==> src/rtl/dds_prog_pkg.sv <==
package dds_prog_pkg;
  localparam int unsigned WORD_W  = 32;
  localparam int unsigned CTRL_W  = 8;
  localparam int unsigned FRAME_W = WORD_W + CTRL_W;
  localparam int unsigned BCNT_W  = $clog2(FRAME_W);

  typedef enum logic [2:0] {
    ST_IDLE,
    ST_INIT_CLK,
    ST_INIT_GAP,
    ST_INIT_FQ,
    ST_BIT_LO,
    ST_BIT_HI,
    ST_UPDATE
  } prog_state_e;
endpackage

==> src/rtl/dds_half_timer.sv <==
module dds_half_timer #(
  parameter int unsigned DIV_W = 8
) (
  input  logic             clk,
  input  logic             rst_n,
  input  logic             run_i,
  input  logic [DIV_W-1:0] limit_i,
  output logic             tick_o
);
  logic [DIV_W-1:0] cnt_q, cnt_d;

  assign tick_o = run_i && (cnt_q == limit_i - 1'b1);

  always_comb begin
    cnt_d = cnt_q;
    if (!run_i || tick_o) cnt_d = '0;
    else                  cnt_d = cnt_q + 1'b1;
  end

  always_ff @(posedge clk or negedge rst_n) begin
    if (!rst_n) cnt_q <= '0;
    else        cnt_q <= cnt_d;
  end

  // the count never runs past the half-period length
  a_r7_cnt_in_range: assert property (@(posedge clk) disable iff (!rst_n)
    run_i |-> (cnt_q < limit_i));
endmodule

==> src/rtl/dds_frame_shreg.sv <==
module dds_frame_shreg
  import dds_prog_pkg::*;
(
  input  logic               clk,
  input  logic               rst_n,
  input  logic               load_i,
  input  logic               shift_i,
  input  logic [FRAME_W-1:0] frame_i,
  output logic               bit_o,
  output logic               last_o
);
  localparam logic [BCNT_W-1:0] LAST_IDX = BCNT_W'(FRAME_W - 1);

  logic [FRAME_W-1:0] sr_q, sr_d;
  logic [BCNT_W-1:0]  idx_q, idx_d;

  always_comb begin
    sr_d  = sr_q;
    idx_d = idx_q;
    if (load_i) begin
      sr_d  = frame_i;
      idx_d = '0;
    end else if (shift_i) begin
      sr_d  = {1'b0, sr_q[FRAME_W-1:1]};
      idx_d = idx_q + 1'b1;
    end
  end

  always_ff @(posedge clk or negedge rst_n) begin
    if (!rst_n) begin
      sr_q  <= '0;
      idx_q <= '0;
    end else begin
      sr_q  <= sr_d;
      idx_q <= idx_d;
    end
  end

  assign bit_o  = sr_q[0];
  assign last_o = (idx_q == LAST_IDX);

  // the bit index stays inside the 40-bit frame
  a_r2_idx_bound: assert property (@(posedge clk) disable iff (!rst_n)
    idx_q <= LAST_IDX);
  // no shift is requested once the final bit has gone out
  a_r2_no_overshift: assert property (@(posedge clk) disable iff (!rst_n)
    (shift_i && !load_i) |-> !last_o);
endmodule

==> src/rtl/dds_serial_prog.sv <==
module dds_serial_prog
  import dds_prog_pkg::*;
#(
  parameter int unsigned DIV_W = 8
) (
  input  logic             clk,
  input  logic             rst_n,
  input  logic             start_i,
  input  logic             reinit_i,
  input  logic [31:0]      tune_word_i,
  input  logic [7:0]       ctrl_byte_i,
  input  logic [DIV_W-1:0] half_div_i,
  output logic             wclk_o,
  output logic             fqud_o,
  output logic             sdata_o,
  output logic             busy_o,
  output logic             done_o
);
  prog_state_e      state_q, state_d;
  logic             need_init_q, need_init_d;
  logic             done_q, done_d;
  logic [DIV_W-1:0] div_q, div_d;
  logic             tick, accept, shift, last_bit, sr_bit;

  assign accept = (state_q == ST_IDLE) && start_i;
  assign shift  = (state_q == ST_BIT_HI) && tick && !last_bit;

  dds_half_timer #(.DIV_W(DIV_W)) u_timer (
    .clk     (clk),
    .rst_n   (rst_n),
    .run_i   (state_q != ST_IDLE),
    .limit_i (div_q),
    .tick_o  (tick)
  );

  dds_frame_shreg u_shreg (
    .clk     (clk),
    .rst_n   (rst_n),
    .load_i  (accept),
    .shift_i (shift),
    .frame_i ({ctrl_byte_i, tune_word_i}),
    .bit_o   (sr_bit),
    .last_o  (last_bit)
  );

  always_comb begin
    state_d     = state_q;
    need_init_d = need_init_q;
    done_d      = 1'b0;
    div_d       = div_q;
    case (state_q)
      ST_IDLE: if (start_i) begin
        div_d   = (half_div_i == '0) ? DIV_W'(1) : half_div_i;
        state_d = need_init_q ? ST_INIT_CLK : ST_BIT_LO;
      end
      ST_INIT_CLK: if (tick) state_d = ST_INIT_GAP;
      ST_INIT_GAP: if (tick) state_d = ST_INIT_FQ;
      ST_INIT_FQ: if (tick) begin
        state_d     = ST_BIT_LO;
        need_init_d = 1'b0;
      end
      ST_BIT_LO: if (tick) state_d = ST_BIT_HI;
      ST_BIT_HI: if (tick) state_d = last_bit ? ST_UPDATE : ST_BIT_LO;
      ST_UPDATE: if (tick) begin
        state_d = ST_IDLE;
        done_d  = 1'b1;
      end
      default: state_d = ST_IDLE;
    endcase
    if (reinit_i) need_init_d = 1'b1;
  end

  always_ff @(posedge clk or negedge rst_n) begin
    if (!rst_n) begin
      state_q     <= ST_IDLE;
      need_init_q <= 1'b1;
      done_q      <= 1'b0;
      div_q       <= DIV_W'(1);
    end else begin
      state_q     <= state_d;
      need_init_q <= need_init_d;
      done_q      <= done_d;
      div_q       <= div_d;
    end
  end

  assign wclk_o  = (state_q == ST_INIT_CLK) || (state_q == ST_BIT_HI);
  assign fqud_o  = (state_q == ST_INIT_FQ)  || (state_q == ST_UPDATE);
  assign sdata_o = ((state_q == ST_BIT_LO) || (state_q == ST_BIT_HI)) && sr_bit;
  assign busy_o  = (state_q != ST_IDLE);
  assign done_o  = done_q;

  // strobe and write clock are never high together
  a_r4_fq_wclk_excl: assert property (@(posedge clk) disable iff (!rst_n)
    fqud_o |-> !wclk_o);
  // data holds while the write clock stays high
  a_r3_data_hold: assert property (@(posedge clk) disable iff (!rst_n)
    (wclk_o && $past(wclk_o)) |-> $stable(sdata_o));
  // done is a single-cycle pulse, seen only once idle
  a_r8_done_pulse: assert property (@(posedge clk) disable iff (!rst_n)
    done_o |=> !done_o);
  a_r8_done_idle: assert property (@(posedge clk) disable iff (!rst_n)
    done_o |-> (!busy_o && $fell(busy_o)));
  // the latched divider is held for the whole transfer
  a_r10_div_held: assert property (@(posedge clk) disable iff (!rst_n)
    (busy_o && $past(busy_o)) |-> $stable(div_q));
endmodule

==> config.mk <==
export PLATFORM = sky130hd
export DESIGN_NAME = dds_serial_prog
export DESIGN_NICKNAME = d
export VERILOG_FILES = /design/src/rtl/dds_prog_pkg.sv /design/src/rtl/dds_half_timer.sv /design/src/rtl/dds_frame_shreg.sv /design/src/rtl/dds_serial_prog.sv
export SDC_FILE = /design/constraint.sdc
export NUM_CORES = 1
export LEC_CHECK = 0
export BUFFER_PORTS_ARGS = -buffer_cell sky130_fd_sc_hd__buf_2
export CAP_MARGIN = 15
export CORE_MARGIN = 4
export CORE_UTILIZATION = 35
export CTS_CLUSTER_SIZE = 40
export DETAILED_ROUTE_END_ITERATION = 10
export PLACE_DENSITY_LB_ADDON = 0.2
export SETUP_SLACK_MARGIN = 0.4
export SLEW_MARGIN = 20
export SYNTH_ARGS = -nofsm -noshare
export SYNTH_HDL_FRONTEND = slang
export SYNTH_SLANG_ARGS = --single-unit
==> constraint.sdc <==
create_clock -name clk -period 5.65 [get_ports clk]
set_input_delay 0.565 -clock clk [delete_from_list [all_inputs] [get_ports clk]]
set_output_delay 0.565 -clock clk [all_outputs]
set_load 0.02 [all_outputs]
==> results of run 1 <==
-- kinds of logic (layout without fill, tap and decap cells) --
logic type / Yosys count / after routing / synth area share [%]
simple gates: 128 / 128 / 17.9
fa+ha+maj: 3 / 3 / 1.07
buf+inv: 38 / 80 / 4.61
mux: 1 / 1 / 0.322
flops: 67 / 67 / 48.0
compound gates: 147 / 147 / 24.4
xor+xnor: 13 / 13 / 3.68
-- Yosys cell counts (2+ instances only) --
library cell  number  area share [%]
nand2_1           27             2.9
nor3_1             9             1.3
xnor2_1            8             2.0
or4_1              4            0.86
or2_2              2            0.36
and3_1             4            0.71
nor2b_1            3            0.54
o31ai_1            3            0.64
o21ai_0           48             6.9
nand4b_1           2            0.50
a21o_1             3            0.64
nand2b_1           5            0.89
nand3_1           15             2.1
nand4_1            2            0.36
inv_1              4            0.43
ha_1               3             1.1
nor2_1            42             4.5
clkbuf_1          25             2.7
o211ai_1           2            0.43
xor2_1             4             1.0
and2_1             2            0.36
buf_2              5            0.71
or4b_1             2            0.57
a21oi_1           39             5.6
a31oi_1           40             7.2
nor3b_1            3            0.64
dfstp_2            2             1.5
or3_1              2            0.36
dfrtp_1           65              46
-- area by class of cell --
type	count	area, um2	share of cell area, %
multi-input cells	292	1680	41.1
flip-flops and latches	67	1680	41.0
repair buffers	60	330	8.06
well taps	133	166	4.06
clock buffers	9	124	3.02
clock inverters	7	100	2.44
inverters	4	15.0	0.367
-- stage by stage --
stage | hold slack (ns) | std cells
after floorplan | 0.269 | 397
after global placement | 0.497 | 555
after detailed placement | 0.493 | 556
after CTS | 0.394 | 572
after global routing | 0.399 | 572
final | 0.409 | 572
-- worst max-delay path: cells and delay by family, from the launching register on --
kind	cells	cell delay, ns
AOI/OAI and AO/OA	3	1.28
xor gates and xnor gates	1	0.34
adders and majority gates	1	0.22
buffers and inverters	1	0.05
DFF	1	0.55
and+or+nand+nor	2	0.43
-- layer usage --
metal	GRT usage (%)	up-vias	part of all wire (%)	routed length [um]
li1	-	1514	-	-
met4	4.24	0	0.88	74
met1	19.8	1487	46	3880
met3	4.24	4	4.0	332
met5	0	-	0	0
met2	24.8	53	49	4110
-- sequential cells by signal, indices dropped and copies added, names as in the netlist --
| name | cells |
|---|---|
| u_timer.cnt_q | 8 |
| u_shreg.sr_q | 40 |
| div_q | 8 |
| u_shreg.idx_q | 6 |
| need_init_q | 1 |
| done_o | 1 |
| state_q | 3 |
-- final timing paths --
check | startpoint | end | slack (ns) | cells past startpoint
setup / recovery | div_q[0] | u_shreg.idx_q[2] | 2.66 | 8
hold / removal | rst_n | u_timer.cnt_q[5] | 0.41 | 2
setup reg to reg | div_q[0] | u_shreg.idx_q[2] | 2.66 | 8
hold reg to reg | div_q[7] | div_q[7] | 0.51 | 2
max in group asynchronous | rst_n | div_q[3] | 4.66 | 2
min in group clk | reinit_i | need_init_q | 0.41 | 2
-- power by group --
part	total, uW	switching (uW)	internal, uW
combinational	28.0	15.0	13.0
sequential	479	0.0000000000000128	479
clock	447	196	251
==> impl_metrics.env, run 1 <==
export IMPL_cts_sinks=67
export IMPL_crit_path_cell_trace="inv_1, ha_1, xor3_1, nor3_1, nand4_1, a21oi_4, a31oi_1, a41o_1"
export IMPL_grt_setup_unrepaired="false"
export IMPL_grt_overflow=0
export IMPL_track_usage_pct=15.2
export IMPL_die_area_mm2=0.0117
export IMPL_final_util_pct=41.9
export IMPL_status="finished, final reports clean"
export IMPL_netlist_instances=397
export IMPL_routedWlPerCell_um=14.7
export IMPL_fill_cells=1016
export IMPL_postLayoutCellArea_mm2=0.00410
export IMPL_peakVddDrop_v=0.000122
export IMPL_fp_dieW_um=108
export IMPL_crit_required_ns=5.88
export IMPL_syn_nets=452
export IMPL_antenna_cells=0
export IMPL_fmax_ghz=0.334
export IMPL_clkLatencyLatePin_ns=0.34
export IMPL_drc=0
export IMPL_ys_types=51
export IMPL_vias=3058
export IMPL_fin_nets=489
export IMPL_clkTransAtPathRegs_ns=0.08
export IMPL_clockBufferDepth=2
export IMPL_yosys_warnings=0
export IMPL_max_slew_margin_pct=27.7
export IMPL_hold_buffers=0
export IMPL_synth_edf_count=0
export IMPL_setup_viol=0
export IMPL_seq_area_frac_synth_pct=48.0
export IMPL_hold_path_class="primary input to async pin"
export IMPL_ant_nets=0
export IMPL_placed_area_mm2=0.00387
export IMPL_initial_core_util_pct=35.8
export IMPL_fin_total_pwr_uw=955
export IMPL_maxSlewViolCount=0
export IMPL_fp_coreArea_mm2=0.00977
export IMPL_path_class="flip-flop to flip-flop"
export IMPL_final_cell_mix="65 x dfrtp_1, 56 x buf_2, 48 x o21ai_0"
export IMPL_endpoint_kind="flip-flop"
export IMPL_drt_iter0_drc=146
export IMPL_async_flop_share_pct=100
export IMPL_syn2layout_area_growth_pct=17.1
export IMPL_dr_pass1_iters=4
export IMPL_critPathSlowestCell="a21oi_4"
export IMPL_post_route_min_period_ns=2.99
export IMPL_numCtsBuffers=9
export IMPL_post_cts_buffers=0
export IMPL_min_period_over_period_pct=52.9
export IMPL_postSynthAreaPerCell_um2=8.82
export IMPL_place_hpwl_um=5190
export IMPL_drive_gt1_share_pct=19.8
export IMPL_layout_setup_ws_ns=2.66
export IMPL_max_stage_delay_ns=0.86
export IMPL_skew_ns=0.00928
export IMPL_routabilityCongestion=0.735
export IMPL_dp_slack_ns=2.67
export IMPL_hold_viol=0
export IMPL_pin_count=57
export IMPL_cts_resized=0
export IMPL_cellLeakagePower_uw=0.00165
export IMPL_grt_max_degree=68
export IMPL_clockRootBuffer="clkbuf_8"
export IMPL_routed_wl_um=8390
export IMPL_syn_area_mm2=0.00350
export IMPL_h_tree_depth=3
export IMPL_port_buffers=56
export IMPL_ys_flop_type="dfrtp_1"
export IMPL_grt_pass1_wl_um=14200
export IMPL_cts_tree="yes"
export IMPL_antenna_found_initial=0
export IMPL_powerDensity_mw_per_mm2=233
export IMPL_rows=36
export IMPL_die_h_um=108
export IMPL_first_global_vias=3039
export IMPL_setup_tns_final_ns=0
export IMPL_synth_seq_cells=67
export IMPL_cap_violations=0
export IMPL_startpoint_type="flip-flop"
export IMPL_final_common_cell="dfrtp_1"
export IMPL_routed_via_density=5.35
export IMPL_tightestPinTransition_ns=1.08
export IMPL_worst_endpoint_arrival_ns=3.22
export IMPL_crit_fanout=42
Power figures use the tool's default switching activity.
==> run 2: changes to the inputs <==
- clock period: 5.65 -> 2.9 ns (I/O delays scaled with it)
==> run 2 against run 1 <==
  * Total power is 92% higher
  * Register-to-register slack got worse by 2.2 ns
  * Sequential power grew 95%
  * Die area unchanged
  * Count of clock-buffer cells in the layout increased by 1
  * Critical path depth fell by 1
  * Clock skew shrank 0.0019 ns
  * Via count rose by 4.1%
  * Core utilization rose by 2.6 points
  * Sequential share of layout area down 2.4 points
  * Highest routed layer unchanged
==> impl_metrics.env, run 2 (synthesis gave the netlist of run 1 again) <==
export IMPL_crit_buf_inv=1
export IMPL_max_slew_margin_pct=51.0
export IMPL_syn2layout_area_growth_pct=24.2
export IMPL_first_global_vias=3118
export IMPL_endpoint_kind="flip-flop"
export IMPL_hold_slack_ns=0.00555
export IMPL_powerDensity_mw_per_mm2=422
export IMPL_clockRootBuffer="clkbuf_8"
export IMPL_grt_overflow=0
export IMPL_clockBufferDepth=2
export IMPL_ant_nets=0
export IMPL_place_hpwl_um=5590
export IMPL_antenna_found_initial=0
export IMPL_grt_setup_unrepaired="false"
export IMPL_cp_top_family="simple AND/OR/NAND/NOR gates"
export IMPL_dr_pass1_iters=4
export IMPL_grt_pass1_wl_um=15000
export IMPL_antenna_cells=0
export IMPL_crit_path_cell_trace="xnor2_2, or4b_1, o211ai_2, a31oi_4, buf_4, or4_1, a21oi_1"
export IMPL_largest_register_ffs=40
export IMPL_pin_count=57
export IMPL_initial_core_util_pct=35.8
export IMPL_routed_wl_um=9240
export IMPL_tightestPinTransition_ns=0.735
export IMPL_numCtsBuffers=9
export IMPL_vias=3182
export IMPL_grt_max_degree=56
export IMPL_clkLatencyLatePin_ns=0.34
export IMPL_crit_required_ns=3.16
export IMPL_fin_nets=509
export IMPL_fp_coreArea_mm2=0.00977
export IMPL_drc=0
export IMPL_startpoint_type="flip-flop"
export IMPL_dp_slack_ns=0.265
export IMPL_die_area_mm2=0.0117
export IMPL_reg_largest_list="u_shreg.sr_q: 40 flops, div_q: 8 flops, u_timer.cnt_q: 8 flops"
export IMPL_status="finished, final reports clean"
export IMPL_rows=36
export IMPL_maxSlewViolCount=0
export IMPL_hold_path_class="primary input to async pin"
export IMPL_fmax_ghz=0.417
export IMPL_final_common_cell="dfrtp_1"
export IMPL_max_stage_delay_ns=0.50
export IMPL_fin_total_pwr_uw=1840
export IMPL_hold_buffers=0
export IMPL_drive_gt1_share_pct=24.8
export IMPL_cts_tree="yes"
export IMPL_final_util_pct=44.5
export IMPL_setup_tns_final_ns=0
export IMPL_setup_viol=0
export IMPL_final_cell_mix="65 x dfrtp_1, 56 x buf_2, 48 x o21ai_0"
export IMPL_crit_fanout=8
export IMPL_track_usage_pct=16.0
export IMPL_routed_via_density=5.38
export IMPL_top_register="u_shreg.sr_q"
export IMPL_cts_sinks=67
export IMPL_worst_endpoint_arrival_ns=2.66
export IMPL_skew_ns=0.00740
export IMPL_fp_dieW_um=108
export IMPL_layout_setup_ws_ns=0.504
export IMPL_peakVddDrop_v=0.000191
export IMPL_cap_violations=0
export IMPL_post_route_min_period_ns=2.40
export IMPL_path_class="flip-flop to flip-flop"
export IMPL_routedWlPerCell_um=15.6
export IMPL_h_tree_depth=3
export IMPL_cellLeakagePower_uw=0.00178
export IMPL_die_h_um=108
export IMPL_min_period_over_period_pct=82.6
export IMPL_clkTransAtPathRegs_ns=0.07
export IMPL_hold_viol=0
export IMPL_port_buffers=56
export IMPL_critPathSlowestCell="or4b_1"
export IMPL_drt_iter0_drc=183
export IMPL_routabilityCongestion=0.781
run 2: cell types whose count changed in the layout (fill, tap and decap cells not counted), sizes merged:
cell,change
inv,-1
a21o,+1
buf,+16
clkbuf,+4
run 2: worst register-to-register path: stages (launching register included):
cell and delay, ns:
dfrtp_1 0.42, xnor2_2 0.20, or4b_1 0.50, o211ai_2 0.23, a31oi_4 0.09, buf_4 0.19, or4_1 0.50, a21oi_1 0.18
run 2: through the flow:
| step | cells | instance area [um2] |
|---|---|---|
| finish | 592 | 4350 |
| global placement | 565 | 3950 |
| floorplan | 397 | 3500 |
| CTS | 582 | 4170 |
| global route | 592 | 4350 |
| detailed placement | 565 | 3950 |
run 2: layout make-up:
cell class,instances,area (um2)
Multi-Input combinational cell,293,1740
Fill cell,993,5430
Sequential cell,67,1680
Inverter,4,15.0
Clock buffer,10,128
Tap cell,133,166
Clock inverter,6,80.1
Timing Repair Buffer,79,542
run 2: worst paths after layout:
check | from | cells past startpoint | slack (ns) | end
setup / recovery | u_timer.cnt_q[7] | 7 | 0.50 | u_shreg.idx_q[3]
hold / removal | rst_n | 1 | 0.006 | u_timer.cnt_q[2]
max in group asynchronous | rst_n | 2 | 2.19 | div_q[0]
min in group clk | reinit_i | 2 | 0.13 | need_init_q
hold reg to reg | need_init_q | 1 | 0.52 | need_init_q
setup reg to reg | u_timer.cnt_q[7] | 7 | 0.50 | u_shreg.idx_q[3]
run 2: metal layers:
layer / GRT usage, % / wire, um
met1: 22.0 / 4380
met2: 24.3 / 4330
met3: 3.76 / 404
met4: 6.76 / 133
met5: 0 / 0
run 2: repair_timing:
| action | CTS | global route |
|---|---|---|
| pin swaps | 1 | 3 |
| resized for setup | 3 | 10 |
| buffers inserted | 1 | 5 |
| gates cloned | 0 | 5 |
| setup endpoints to repair | 35 | 48 |
run 2: power breakdown:
part / switching, uW / internal (uW)
Clock: 366 / 479
Combinational: 29.5 / 27.2
Sequential: 0.0000000000000246 / 934
